[src/rtl/sgw_pkg.sv]
package sgw_pkg;

    typedef enum logic [2:0] {
        ST_IDLE,
        ST_REQ_LEN,
        ST_WAIT_LEN,
        ST_REQ_PTR,
        ST_WAIT_PTR,
        ST_OFFER,
        ST_FINISH
    } sgw_state_e;

endpackage

[src/rtl/sgw_desc_decode.sv]
module sgw_desc_decode #(
    parameter int WORD_W = 32,
    parameter int LEN_W  = 28
) (
    input  logic [WORD_W-1:0] len_word,
    input  logic [WORD_W-1:0] ptr_word,
    output logic [LEN_W-1:0]  seg_len,
    output logic              seg_final,
    output logic [WORD_W-1:0] seg_ptr
);
    logic unused_flag_bits;

    assign seg_len          = len_word[LEN_W-1:0];
    assign seg_final        = len_word[WORD_W-1];
    assign seg_ptr          = {1'b0, ptr_word[WORD_W-2:0]};
    assign unused_flag_bits = ^{len_word[WORD_W-2:LEN_W], ptr_word[WORD_W-1]};
endmodule

[src/rtl/sgw_addr_gen.sv]
module sgw_addr_gen #(
    parameter int ADDR_W     = 32,
    parameter int IDX_W      = 9,
    parameter int DESC_BYTES = 8,
    parameter int WORD_BYTES = 4
) (
    input  logic [ADDR_W-1:0] base,
    input  logic [IDX_W-1:0]  idx,
    input  logic              second_word,
    output logic [ADDR_W-1:0] addr
);
    localparam int SHIFT = $clog2(DESC_BYTES);

    logic [ADDR_W-1:0] offset;

    always_comb begin
        offset = ADDR_W'(idx) << SHIFT;
        if (second_word) begin
            offset = offset + ADDR_W'(WORD_BYTES);
        end
        addr = base + offset;
    end
endmodule

[src/rtl/sg_walker.sv]
module sg_walker #(
    parameter int ADDR_W      = 32,
    parameter int LEN_W       = 28,
    parameter int MAX_ENTRIES = 256,
    parameter int DESC_BYTES  = 8,
    localparam int CNT_W      = $clog2(MAX_ENTRIES + 1)
) (
    input  logic              clk,
    input  logic              rst_n,
    input  logic              start,
    input  logic              sg_mode,
    input  logic [ADDR_W-1:0] base_addr,
    input  logic [LEN_W-1:0]  direct_len,
    output logic              busy,
    output logic              mem_req_valid,
    input  logic              mem_req_ready,
    output logic [ADDR_W-1:0] mem_req_addr,
    input  logic              mem_rsp_valid,
    input  logic [ADDR_W-1:0] mem_rsp_data,
    input  logic              mem_rsp_err,
    output logic              seg_valid,
    input  logic              seg_ready,
    output logic [ADDR_W-1:0] seg_addr,
    output logic [LEN_W-1:0]  seg_len,
    output logic              seg_last,
    output logic              done,
    output logic [CNT_W-1:0]  done_count,
    output logic              err
);
    import sgw_pkg::*;

    localparam logic [ADDR_W-1:0] PTR_MASK  = {1'b0, {(ADDR_W-1){1'b1}}};
    localparam logic [CNT_W-1:0]  CNT_LIMIT = CNT_W'(MAX_ENTRIES);

    typedef struct packed {
        sgw_state_e        st;
        logic [ADDR_W-1:0] base;
        logic [CNT_W-1:0]  cnt;
        logic [ADDR_W-1:0] addr;
        logic [LEN_W-1:0]  len;
        logic              last;
        logic              err;
    } walk_regs_t;

    walk_regs_t r_q, r_d;

    logic [LEN_W-1:0]  dec_len;
    logic              dec_final;
    logic [ADDR_W-1:0] dec_ptr;
    logic [CNT_W-1:0]  cnt_inc;

    sgw_desc_decode #(
        .WORD_W (ADDR_W),
        .LEN_W  (LEN_W)
    ) u_decode (
        .len_word  (mem_rsp_data),
        .ptr_word  (mem_rsp_data),
        .seg_len   (dec_len),
        .seg_final (dec_final),
        .seg_ptr   (dec_ptr)
    );

    sgw_addr_gen #(
        .ADDR_W     (ADDR_W),
        .IDX_W      (CNT_W),
        .DESC_BYTES (DESC_BYTES),
        .WORD_BYTES (ADDR_W / 8)
    ) u_addr (
        .base        (r_q.base),
        .idx         (r_q.cnt),
        .second_word (r_q.st == ST_REQ_PTR),
        .addr        (mem_req_addr)
    );

    assign cnt_inc = r_q.cnt + 1'b1;

    always_comb begin
        r_d = r_q;
        unique case (r_q.st)
            ST_IDLE: begin
                if (start) begin
                    r_d.base = base_addr;
                    r_d.cnt  = '0;
                    r_d.err  = 1'b0;
                    if (sg_mode) begin
                        r_d.st = ST_REQ_LEN;
                    end else begin
                        r_d.addr = base_addr & PTR_MASK;
                        r_d.len  = direct_len;
                        r_d.last = 1'b1;
                        r_d.st   = ST_OFFER;
                    end
                end
            end
            ST_REQ_LEN: begin
                if (mem_req_ready) begin
                    r_d.st = ST_WAIT_LEN;
                end
            end
            ST_WAIT_LEN: begin
                if (mem_rsp_valid) begin
                    if (mem_rsp_err) begin
                        r_d.err = 1'b1;
                        r_d.st  = ST_FINISH;
                    end else begin
                        r_d.len  = dec_len;
                        r_d.last = dec_final;
                        r_d.st   = ST_REQ_PTR;
                    end
                end
            end
            ST_REQ_PTR: begin
                if (mem_req_ready) begin
                    r_d.st = ST_WAIT_PTR;
                end
            end
            ST_WAIT_PTR: begin
                if (mem_rsp_valid) begin
                    if (mem_rsp_err) begin
                        r_d.err = 1'b1;
                        r_d.st  = ST_FINISH;
                    end else begin
                        r_d.addr = dec_ptr;
                        r_d.st   = ST_OFFER;
                    end
                end
            end
            ST_OFFER: begin
                if (seg_ready) begin
                    r_d.cnt = cnt_inc;
                    if (r_q.last) begin
                        r_d.st = ST_FINISH;
                    end else if (cnt_inc == CNT_LIMIT) begin
                        r_d.err = 1'b1;
                        r_d.st  = ST_FINISH;
                    end else begin
                        r_d.st = ST_REQ_LEN;
                    end
                end
            end
            ST_FINISH: begin
                r_d.st = ST_IDLE;
            end
            default: begin
                r_d.st = ST_IDLE;
            end
        endcase
    end

    always_ff @(posedge clk or negedge rst_n) begin
        if (!rst_n) begin
            r_q <= '{st: ST_IDLE, default: '0};
        end else begin
            r_q <= r_d;
        end
    end

    assign busy          = (r_q.st != ST_IDLE);
    assign mem_req_valid = (r_q.st == ST_REQ_LEN) || (r_q.st == ST_REQ_PTR);
    assign seg_valid     = (r_q.st == ST_OFFER);
    assign seg_addr      = r_q.addr;
    assign seg_len       = r_q.len;
    assign seg_last      = r_q.last;
    assign done          = (r_q.st == ST_FINISH);
    assign done_count    = r_q.cnt;
    assign err           = r_q.err;
endmodule

[config.mk]
export PLATFORM = sky130hd
export DESIGN_NAME = sg_walker
export DESIGN_NICKNAME = d
export VERILOG_FILES = /design/src/rtl/sgw_pkg.sv /design/src/rtl/sgw_desc_decode.sv /design/src/rtl/sgw_addr_gen.sv /design/src/rtl/sg_walker.sv
export SDC_FILE = /design/constraint.sdc
export NUM_CORES = 1
export LEC_CHECK = 0
export ABC_AREA = 1
export CORE_MARGIN = 2
export CORE_UTILIZATION = 54
export CTS_BUF_LIST = sky130_fd_sc_hd__clkbuf_8
export DETAILED_ROUTE_END_ITERATION = 10
export HOLD_SLACK_MARGIN = 0.03
export PLACE_DENSITY = 0.92
export SLEW_MARGIN = 10
export SYNTH_ARGS = -nofsm -noshare
export SYNTH_HDL_FRONTEND = slang
export SYNTH_HIERARCHICAL = 1
export SYNTH_SLANG_ARGS = --single-unit
export TNS_END_PERCENT = 5
[constraint.sdc]
create_clock -name clk -period 8.7 [get_ports clk]
set_input_delay 2.61 -clock clk [delete_from_list [all_inputs] [get_ports clk]]
set_output_delay 2.61 -clock clk [all_outputs]
set_load 0.02 [all_outputs]
==> impl_metrics.env, run 1 <==
export IMPL_cts_root_buf="clkbuf_8"
export IMPL_postLayoutCellArea_um2=8935
export IMPL_fin_cells=1323
export IMPL_cts_repair_resize_count=0
export IMPL_drive_above_1_share_pct=4.287
export IMPL_cp_slowest_stage_delay_ps=600
export IMPL_status="finished, final reports clean"
export IMPL_synthDistinctLibCells=40
export IMPL_yosysTopAreaCellShare_pct=35.10
export IMPL_arrival_ps=3370
export IMPL_worst_r2r_cell_count=7
export IMPL_hold_viol=0
export IMPL_r2r_start="r_q[103]"
export IMPL_final_max_slew_viol_count=0
export IMPL_skew_ps=8.818
export IMPL_worstPathBufferInverterCount=4
export IMPL_wl_per_cell_um=16.25
export IMPL_syn_avg_cell_area_um2=6.965
export IMPL_syn_nets=1197
export IMPL_fin_nets=1250
export IMPL_crit_cells=14
export IMPL_crit_fanout=7
export IMPL_synthFlopType="dfrtp_1"
export IMPL_fill_cells=1224
export IMPL_crit_required_ps=6090
export IMPL_synth_area_leaders="dfrtp_1 (35%), nand2_1 (18%), buf_4 (14%)"
export IMPL_hold_buffers=0
export IMPL_fin_crit_sh_pct=68.75
export IMPL_grt_max_degree=63
export IMPL_gp_congestion=0.9165
export IMPL_clock_tree_buffer_depth=2
export IMPL_worstHoldPathType="reg2reg"
export IMPL_synth_edff_count=0
export IMPL_initial_utilization_pct=54.87
export IMPL_endpoint_kind="primary output"
export IMPL_power_mw=2.970
export IMPL_postCtsSetupBuffers=0
export IMPL_cpLargestDelayFamily="simple AND/OR/NAND/NOR gates"
export IMPL_clk_pin_slew_ps=100
export IMPL_startpoint_type="register"
export IMPL_io_pins=207
export IMPL_setup_viol=0
export IMPL_relSlewSlack_pct=25.92
export IMPL_h_tree_depth=3
export IMPL_place_inst=1307
export IMPL_antenna_found_initial=0
export IMPL_worstMarginPinSlew_ps=1108
export IMPL_finalCoreUtilization_pct=64.87
export IMPL_ff2ff_setup_slack_ps=5360
export IMPL_synth_seq_cells=106
export IMPL_hp_start="r_q[71]"
export IMPL_critPathSlowestCell="clkdlybuf4s50_1"
export IMPL_seq_area_frac_synth_pct=35.10
export IMPL_power_leakage_nw=4.311
export IMPL_final_setup_tns_ps=0
export IMPL_p_per_area_nw_per_um2=332.4
export IMPL_rsz0062_at_grt="no"
export IMPL_ir_worst_vdd_v=0.0002248
export IMPL_insertion_delay_ps=380
export IMPL_fin_crit_ps=5981
export IMPL_min_to="r_q[71]"
export IMPL_synth_async_sr_flop_share_pct=100.0
export IMPL_grt_total_usage_pct=29.59
export IMPL_core_um2=13770
export IMPL_synth_warning_count=6
export IMPL_via_per_inst=5.308
export IMPL_grt_ovfl_total=0
export IMPL_yosysTopAreaCell="dfrtp_1"
export IMPL_r2r_end="seg_len[11]"
export IMPL_drcViolationCount=0
export IMPL_crit_chain="inv_1 > nand2_1 > nor2_1 > ha_1 > inv_1 > fa_1 > inv_1 > nand3_1 > nand3_1 > nand3_1 > nand3_2 > nand3b_1 > nand2_1 > clkdlybuf4s50_1"
export IMPL_maxCapViolCount=0
export IMPL_cts_tree="yes"
export IMPL_area_growth_synth_to_final_pct=18.23
export IMPL_ant_nets=0
export IMPL_syn_cell_area_um2=7557
export IMPL_crit_type="reg2out"
export IMPL_die_y_um=122.3
export IMPL_grt_pass1_vias=6619
export IMPL_synthCells=1085
export IMPL_post_dp_cell_area_um2=8722
export IMPL_num_vias=7022
export IMPL_dp_hpwl_um=16400
export IMPL_fp_dieW_um=122.3
export IMPL_holdPathStages=2
export IMPL_routed_wl_um=21500
export IMPL_grt_pass1_wl_um=33940
export IMPL_row_count=43
export IMPL_cts_inserted_buffers=9
export IMPL_cts_sinks=106
export IMPL_portBuffers=206
export IMPL_antenna_cells=0
export IMPL_drt_iter0_drc=704
export IMPL_fmax_mhz=167.2
export IMPL_drt_pass1_iterations=5
export IMPL_die_area_um2=14960
-- synthesized netlist by cell type (2+ instances only) --
library cell / count
a21oi_1: 31
buf_1: 3
buf_2: 12
buf_4: 138
clkbuf_1: 17
dfrtp_1: 106
ha_1: 11
inv_1: 100
inv_2: 3
nand2_1: 353
nand2_2: 3
nand3_1: 62
nand3_2: 6
nand3b_1: 7
nand4_1: 10
nor2_1: 71
nor2_2: 5
nor2_4: 2
nor3_1: 6
o21a_1: 31
o21ai_0: 50
o21ai_1: 30
xor2_1: 11
-- worst register-to-register path, delay by kind of cell (launching register included) --
family | cells | cell delay (ps)
buffers and inverters | 2 | 1230
flip-flops | 1 | 450
AND/OR/NAND/NOR | 3 | 1180
AO/OA/AOI/OAI | 2 | 350
-- area by class of cell --
cell class | count | area (um^2) | share of cell area, %
Inverter | 103 | 386.6 | 4.327
Clock inverter | 5 | 61.31 | 0.6862
Tap cell | 180 | 225.2 | 2.521
Multi-Input combinational cell | 706 | 3358 | 37.59
Clock buffer | 11 | 151.4 | 1.694
Timing Repair Buffer | 212 | 2100 | 23.50
Sequential cell | 106 | 2653 | 29.69
-- layout by cell type (no fill, tap or decap), types with 10 or more instances in the layout --
master and count:
nand2_1 353, a21oi_1 31, o21a_1 31, dfrtp_1 106, nor2_1 71, ha_1 11, nand4_1 10, xor2_1 11
clkdlybuf4s50_1 204, nand3_1 62, o21ai_0 50, o21ai_1 30, clkbuf_8 11, inv_1 100
-- metrics by stage --
stage          hold slack [ps]  worst slack (ps)
2_1_floorplan            450.0              3840
3_3_place_gp             465.1              3259
3_5_place_dp             469.3              3179
4_1_cts                  496.4              2726
5_1_grt                  514.0              2435
6_report                 492.5              2719
-- per-layer routing --
| metal | track usage, % | share of wire (%) | vias up |
|---|---|---|---|
| met5 | 0 | 0 | - |
| met4 | 11.85 | 3.6 | 0 |
| met3 | 7.388 | 8.6 | 49 |
| met2 | 47.29 | 47 | 306 |
| met1 | 38.55 | 41 | 3281 |
| li1 | - | - | 3386 |
-- worst max-delay path by stage --
| stage | startpoint | to | slack, ps |
|---|---|---|---|
| 2_1_floorplan | r_q[105] | mem_req_addr[14] | 3840 |
| 3_3_place_gp | r_q[105] | mem_req_addr[30] | 3260 |
| 3_5_place_dp | r_q[105] | mem_req_addr[30] | 3180 |
| 4_1_cts | r_q[105] | mem_req_addr[30] | 2730 |
| 5_1_grt | r_q[105] | mem_req_addr[30] | 2430 |
| 6_report | r_q[105] | mem_req_addr[30] | 2720 |
-- power breakdown --
| part | switching, mW | internal, mW |
|---|---|---|
| Sequential | 0.181 | 0.709 |
| Clock | 0.176 | 0.151 |
| Combinational | 1.02 | 0.731 |
-- sequential cells by signal (all words and copies together), names as in the netlist --
register / count
r_q: 35
seg_addr: 32
seg_len: 28
done_count: 9
err: 1
seg_last: 1
-- kinds of logic (layout without fill, tap and decap cells) --
kind of cell | Yosys count | after routing | share of synthesized area (%)
and+or+nand+nor | 531 | 531 | 29.42
buffers and inverters | 273 | 331 | 20.61
AOI/OAI and AO/OA | 150 | 150 | 11.34
DFF | 106 | 106 | 35.10
adders and majority gates | 12 | 12 | 2.086
xor gates and xnor gates | 12 | 12 | 1.391
other | 1 | 1 | 0.04962
Power figures use the tool's default switching activity.
==> run 2: changes to the inputs <==
--- a/config.mk
+++ b/config.mk
@@ -7,11 +7,11 @@
 export LEC_CHECK = 0
 export ABC_AREA = 1
 export CORE_MARGIN = 2
-export CORE_UTILIZATION = 54
+export CORE_UTILIZATION = 46
 export CTS_BUF_LIST = sky130_fd_sc_hd__clkbuf_8
 export DETAILED_ROUTE_END_ITERATION = 10
 export HOLD_SLACK_MARGIN = 0.03
-export PLACE_DENSITY = 0.92
+export PLACE_DENSITY = 0.84
 export SLEW_MARGIN = 10
 export SYNTH_ARGS = -nofsm -noshare
 export SYNTH_HDL_FRONTEND = slang
==> constraint.sdc (replaced) <==
create_clock -name clk -period 5.1 [get_ports clk]
set_input_delay 1.53 -clock clk [delete_from_list [all_inputs] [get_ports clk]]
set_output_delay 1.53 -clock clk [all_outputs]
set_load 0.02 [all_outputs]
==> impl_metrics.env, run 2 (synthesized netlist as in run 1, its figures left out) <==
export IMPL_power_mw=5.037
export IMPL_wl_per_cell_um=16.14
export IMPL_rsz0062_at_grt="no"
export IMPL_final_setup_tns_ps=0
export IMPL_fin_crit_sh_pct=94.06
export IMPL_worstPathBufferInverterCount=4
export IMPL_ff2ff_setup_slack_ps=2560
export IMPL_h_tree_depth=3
export IMPL_worst_r2r_cell_count=8
export IMPL_grt_pass1_vias=6512
export IMPL_drive_above_1_share_pct=4.625
export IMPL_maxCapViolCount=0
export IMPL_ir_worst_vdd_v=0.0003393
export IMPL_cp_slowest_stage_delay_ps=620
export IMPL_hold_viol=0
export IMPL_fin_ws_ps=303.0
export IMPL_regMostFlops="r_q"
export IMPL_area_growth_synth_to_final_pct=19.17
export IMPL_fin_nets=1253
export IMPL_endpoint_kind="primary output"
export IMPL_setup_viol=0
export IMPL_cpLargestDelayFamily="buffers and inverters"
export IMPL_ant_nets=0
export IMPL_wl_met1_um=9407
export IMPL_fmax_mhz=208.5
export IMPL_dp_hpwl_um=16990
export IMPL_crit_type="reg2out"
export IMPL_cts_root_buf="clkbuf_8"
export IMPL_crit_required_ps=3570
export IMPL_arrival_ps=3270
export IMPL_gp_congestion=0.8785
export IMPL_critPathSlowestCell="clkdlybuf4s50_1"
export IMPL_antenna_cells=0
export IMPL_grt_max_degree=58
export IMPL_largest_reg_flops=35
export IMPL_postCtsSetupBuffers=0
export IMPL_antenna_found_initial=0
export IMPL_finalCoreUtilization_pct=56.49
export IMPL_grt_pass1_wl_um=35090
export IMPL_startpoint_type="register"
export IMPL_drcViolationCount=0
export IMPL_num_vias=6852
export IMPL_post_dp_cell_area_um2=8790
export IMPL_clk_pin_slew_ps=100
export IMPL_wl_met3_um=1589
export IMPL_postLayoutCellArea_um2=9006
export IMPL_final_common_cell="nand2_1"
export IMPL_core_um2=15940
export IMPL_worstMarginPinSlew_ps=899.4
export IMPL_insertion_delay_ps=390
export IMPL_holdPathStages=2
export IMPL_relSlewSlack_pct=39.97
export IMPL_die_y_um=132.2
export IMPL_io_pins=207
export IMPL_p_per_area_nw_per_um2=559.3
export IMPL_skew_ps=17.30
export IMPL_cts_inserted_buffers=9
export IMPL_crit_fanout=5
export IMPL_drt_pass1_iterations=7
export IMPL_power_leakage_nw=4.374
export IMPL_clock_tree_buffer_depth=2
export IMPL_row_count=46
export IMPL_routed_wl_um=21990
export IMPL_drt_iter0_drc=535
export IMPL_fin_crit_ps=4797
export IMPL_initial_utilization_pct=47.40
export IMPL_crit_chain="inv_1 > nand2_1 > nor2_1 > ha_2 > inv_1 > fa_1 > inv_1 > nand3_1 > nand3_1 > nand2_1 > nand3_1 > xor2_1 > clkdlybuf4s50_1"
export IMPL_crit_cells=13
export IMPL_post_place_ws_ps=621.9
export IMPL_via_per_inst=5.031
export IMPL_cts_tree="yes"
export IMPL_worstHoldPathType="reg2reg"
export IMPL_portBuffers=206
export IMPL_die_area_um2=17470
export IMPL_grt_ovfl_total=0
export IMPL_grt_total_usage_pct=25.47
export IMPL_fill_cells=1520
export IMPL_top_layer="met4"
export IMPL_fp_dieW_um=132.2
export IMPL_final_cell_mix="nand2_1 (353), clkdlybuf4s50_1 (199), dfrtp_1 (106)"
export IMPL_final_max_slew_viol_count=0
export IMPL_cts_sinks=106
export IMPL_wl_met2_um=10310
export IMPL_status="finished, final reports clean"
==> run 2: cell types whose count changed in the layout (fill, tap and decap cells not counted), sizes merged <==
cell and delta:
clkbuf -2, buf +3, clkinvlp +1, dlymetal6s2s +5
clkdlybuf4s50 -5, clkinv +1
==> run 2: through the flow <==
step	hold slack, ps	cells
detailed placement	464.9	1346
CTS	493.7	1362
finish	488.0	1362
floorplan	450.0	1085
global placement	465.2	1346
global route	521.4	1362
==> run 2: report_power, final <==
group          total [mW]  internal [mW]  leakage [nW]  switching (mW)
Clock               0.545          0.231        0.0998           0.315
Combinational        2.98           1.26          2.95            1.73
Sequential           1.51           1.21          1.32           0.300
Total                5.04           2.70          4.37            2.34
==> run 2: cell type report <==
| class | count | area [um^2] | area share (%) |
|---|---|---|---|
| clock buffer | 9 | 123.9 | 1.375 |
| clock inverter | 7 | 77.57 | 0.8614 |
| inverter | 103 | 386.6 | 4.293 |
| multi-input combinational | 706 | 3361 | 37.32 |
| sequential | 106 | 2653 | 29.45 |
| tap | 216 | 270.3 | 3.001 |
| timing repair buffer | 215 | 2135 | 23.70 |
==> run 2: worst register-to-register path: stages (launching register included) <==
cell     delay (ps)
dfrtp_1         460
nor2_1          170
inv_2           100
nor2_4          640
inv_2           520
o21ai_0         280
o21ai_0         130
nand2_1          90
o21a_1          110
==> run 2: metal layers <==
layer	global-route usage, %	up-vias
met3	5.690	33
met5	0	-
met4	9.379	0
li1	-	3402
met2	41.26	266
met1	33.49	3151
==> run 2: final timing paths <==
kind                          start                to
min reg2reg                 r_q[72]           r_q[72]
min in group asynchronous     rst_n      seg_addr[10]
max reg2reg                r_q[104]      seg_addr[27]
max in group asynchronous     rst_n           r_q[84]
max                        r_q[105]  mem_req_addr[10]
min                         r_q[72]           r_q[72]
==> run 2: what timing repair did <==
item,CTS,global route
setup endpoints to repair,0,6
resized for setup,0,6
hold buffers,0,0
==> run 3: changes to the inputs <==
--- a/config.mk
+++ b/config.mk
@@ -7,11 +7,12 @@
 export LEC_CHECK = 0
 export ABC_AREA = 1
 export CORE_MARGIN = 2
-export CORE_UTILIZATION = 46
+export CORE_UTILIZATION = 60
 export CTS_BUF_LIST = sky130_fd_sc_hd__clkbuf_8
 export DETAILED_ROUTE_END_ITERATION = 10
+export DONT_BUFFER_PORTS = 1
 export HOLD_SLACK_MARGIN = 0.03
-export PLACE_DENSITY = 0.84
+export PLACE_DENSITY = 0.83
 export SLEW_MARGIN = 10
 export SYNTH_ARGS = -nofsm -noshare
 export SYNTH_HDL_FRONTEND = slang
==> impl_metrics.env, run 3 (synthesized netlist as in run 1, its figures left out) <==
export IMPL_endpoint_kind="primary output"
export IMPL_status="finished, final reports clean"
export IMPL_skew_ps=8.364
export IMPL_dp_hpwl_um=14700
export IMPL_p_per_area_nw_per_um2=613.2
export IMPL_row_count=40
export IMPL_relSlewSlack_pct=31.58
export IMPL_crit_required_ps=3570
export IMPL_crit_fanout=7
export IMPL_holdWs_ps=515.3
export IMPL_arrival_ps=3020
export IMPL_fin_crit_ps=4552
export IMPL_drcViolationCount=0
export IMPL_grt_ovfl_total=0
export IMPL_worstPathBufferInverterCount=3
export IMPL_largest_reg_flops=35
export IMPL_top_usage_layer="met2"
export IMPL_grt_max_degree=107
export IMPL_crit_type="reg2out"
export IMPL_area_growth_synth_to_final_pct=-9.156
export IMPL_final_cell_mix="nand2_1 (353), dfrtp_1 (106), inv_1 (101)"
export IMPL_postCtsSetupBuffers=0
export IMPL_regMostFlops="r_q"
export IMPL_startpoint_type="register"
export IMPL_cts_tree="yes"
export IMPL_hold_viol=0
export IMPL_die_y_um=116.2
export IMPL_worstHoldPathType="reg2reg"
export IMPL_fp_dieW_um=116.2
export IMPL_grt_pass1_vias=5323
export IMPL_cpLargestDelayFamily="simple AND/OR/NAND/NOR gates"
export IMPL_crit_chain="inv_1 > nand2_1 > nor2_1 > ha_1 > inv_1 > fa_1 > inv_1 > nand3_1 > nand3_1 > nand3_1 > nand3_2 > xor2_1"
export IMPL_clk_pin_slew_ps=90
export IMPL_cp_slowest_stage_delay_ps=440
export IMPL_place_inst=1088
export IMPL_maxCapViolCount=0
export IMPL_initial_utilization_pct=62.14
export IMPL_die_area_um2=13510
export IMPL_cts_inserted_buffers=9
export IMPL_critPathSlowestCell="dfrtp_1"
export IMPL_fin_crit_sh_pct=89.26
export IMPL_antenna_found_initial=0
export IMPL_final_max_slew_viol_count=0
export IMPL_use_met1_pct=35.88
export IMPL_setup_viol=0
export IMPL_final_setup_tns_ps=0
export IMPL_drt_pass1_iterations=6
export IMPL_finalCoreUtilization_pct=56.45
export IMPL_worstMarginPinSlew_ps=1024
export IMPL_power_leakage_nw=3.519
export IMPL_wl_per_cell_um=17.38
export IMPL_post_place_ws_ps=964.9
export IMPL_fin_cells=1104
export IMPL_post_dp_cell_area_um2=6650
export IMPL_cts_sinks=106
export IMPL_cts_root_buf="clkbuf_8"
export IMPL_fin_ws_ps=547.6
export IMPL_drive_above_1_share_pct=4.915
export IMPL_fill_cells=1186
export IMPL_h_tree_depth=3
export IMPL_antenna_cells=0
export IMPL_ant_nets=0
export IMPL_cts_repair_resize_count=0
export IMPL_fmax_mhz=219.7
export IMPL_drt_iter0_drc=560
export IMPL_grt_total_usage_pct=28.54
export IMPL_ir_worst_vdd_v=0.0003471
export IMPL_final_common_cell="nand2_1"
export IMPL_grt_util_met3_pct=9.030
export IMPL_hold_buffers=0
export IMPL_gp_congestion=0.9181
export IMPL_routed_wl_um=19190
export IMPL_via_per_inst=5.495
export IMPL_num_vias=6067
export IMPL_core_um2=12160
export IMPL_postLayoutCellArea_um2=6865
export IMPL_clock_tree_buffer_depth=2
export IMPL_rsz0062_at_grt="no"
export IMPL_portBuffers=0
export IMPL_fin_nets=1043
export IMPL_met2_usage_pct=45.97
export IMPL_power_mw=4.210
export IMPL_io_pins=207
export IMPL_insertion_delay_ps=380
export IMPL_grt_pass1_wl_um=28990
[run 3: cell count changes in the layout (fill, tap and decap cells not counted), sizes merged]
cell	change
clkdlybuf4s50	-199
clkbuf	+3
dlymetal6s2s	-5
buf	-6
clkinv	-3
[run 3: final timing paths]
kind	to	slack [ps]	startpoint	cells after the start
min	r_q[82]	520	r_q[82]	2
max in group asynchronous	done_count[4]	4130	rst_n	0
max reg2reg	seg_len[9]	1860	r_q[103]	7
min in group asynchronous	seg_addr[24]	840	rst_n	0
min reg2reg	r_q[82]	520	r_q[82]	2
max	mem_req_addr[14]	550	r_q[105]	12
[run 3: per-layer routing]
| metal | vias to the layer above | routed length, um | part of all wire, % |
|---|---|---|---|
| met5 | - | 0 | 0 |
| met4 | 0 | 587 | 3.1 |
| met3 | 31 | 1826 | 9.5 |
| met2 | 264 | 9004 | 47 |
| met1 | 2791 | 7772 | 40 |
| li1 | 2981 | - | - |
[run 3: area by class of cell]
| type | instances | area [um^2] | share of cell area [%] |
|---|---|---|---|
| Multi-Input combinational cell | 706 | 3363 | 48.99 |
| Clock inverter | 4 | 50.05 | 0.7290 |
| Sequential cell | 106 | 2653 | 38.64 |
| Clock buffer | 12 | 165.2 | 2.406 |
| Timing Repair Buffer | 5 | 37.54 | 0.5467 |
| Tap cell | 168 | 210.2 | 3.062 |
| Inverter | 103 | 386.6 | 5.631 |
[run 3: tightest hold or removal path, stage by stage (launching register included)]
cell	delay, ps
dfrtp_1	370
nand2_1	60
nand2_1	50
[run 3: report_power, final]
part | switching (mW) | internal (mW) | total, mW | leakage, nW
combinational | 1.22 | 0.592 | 1.81 | 2.09
sequential | 0.645 | 1.21 | 1.85 | 1.32
clock | 0.283 | 0.267 | 0.550 | 0.110
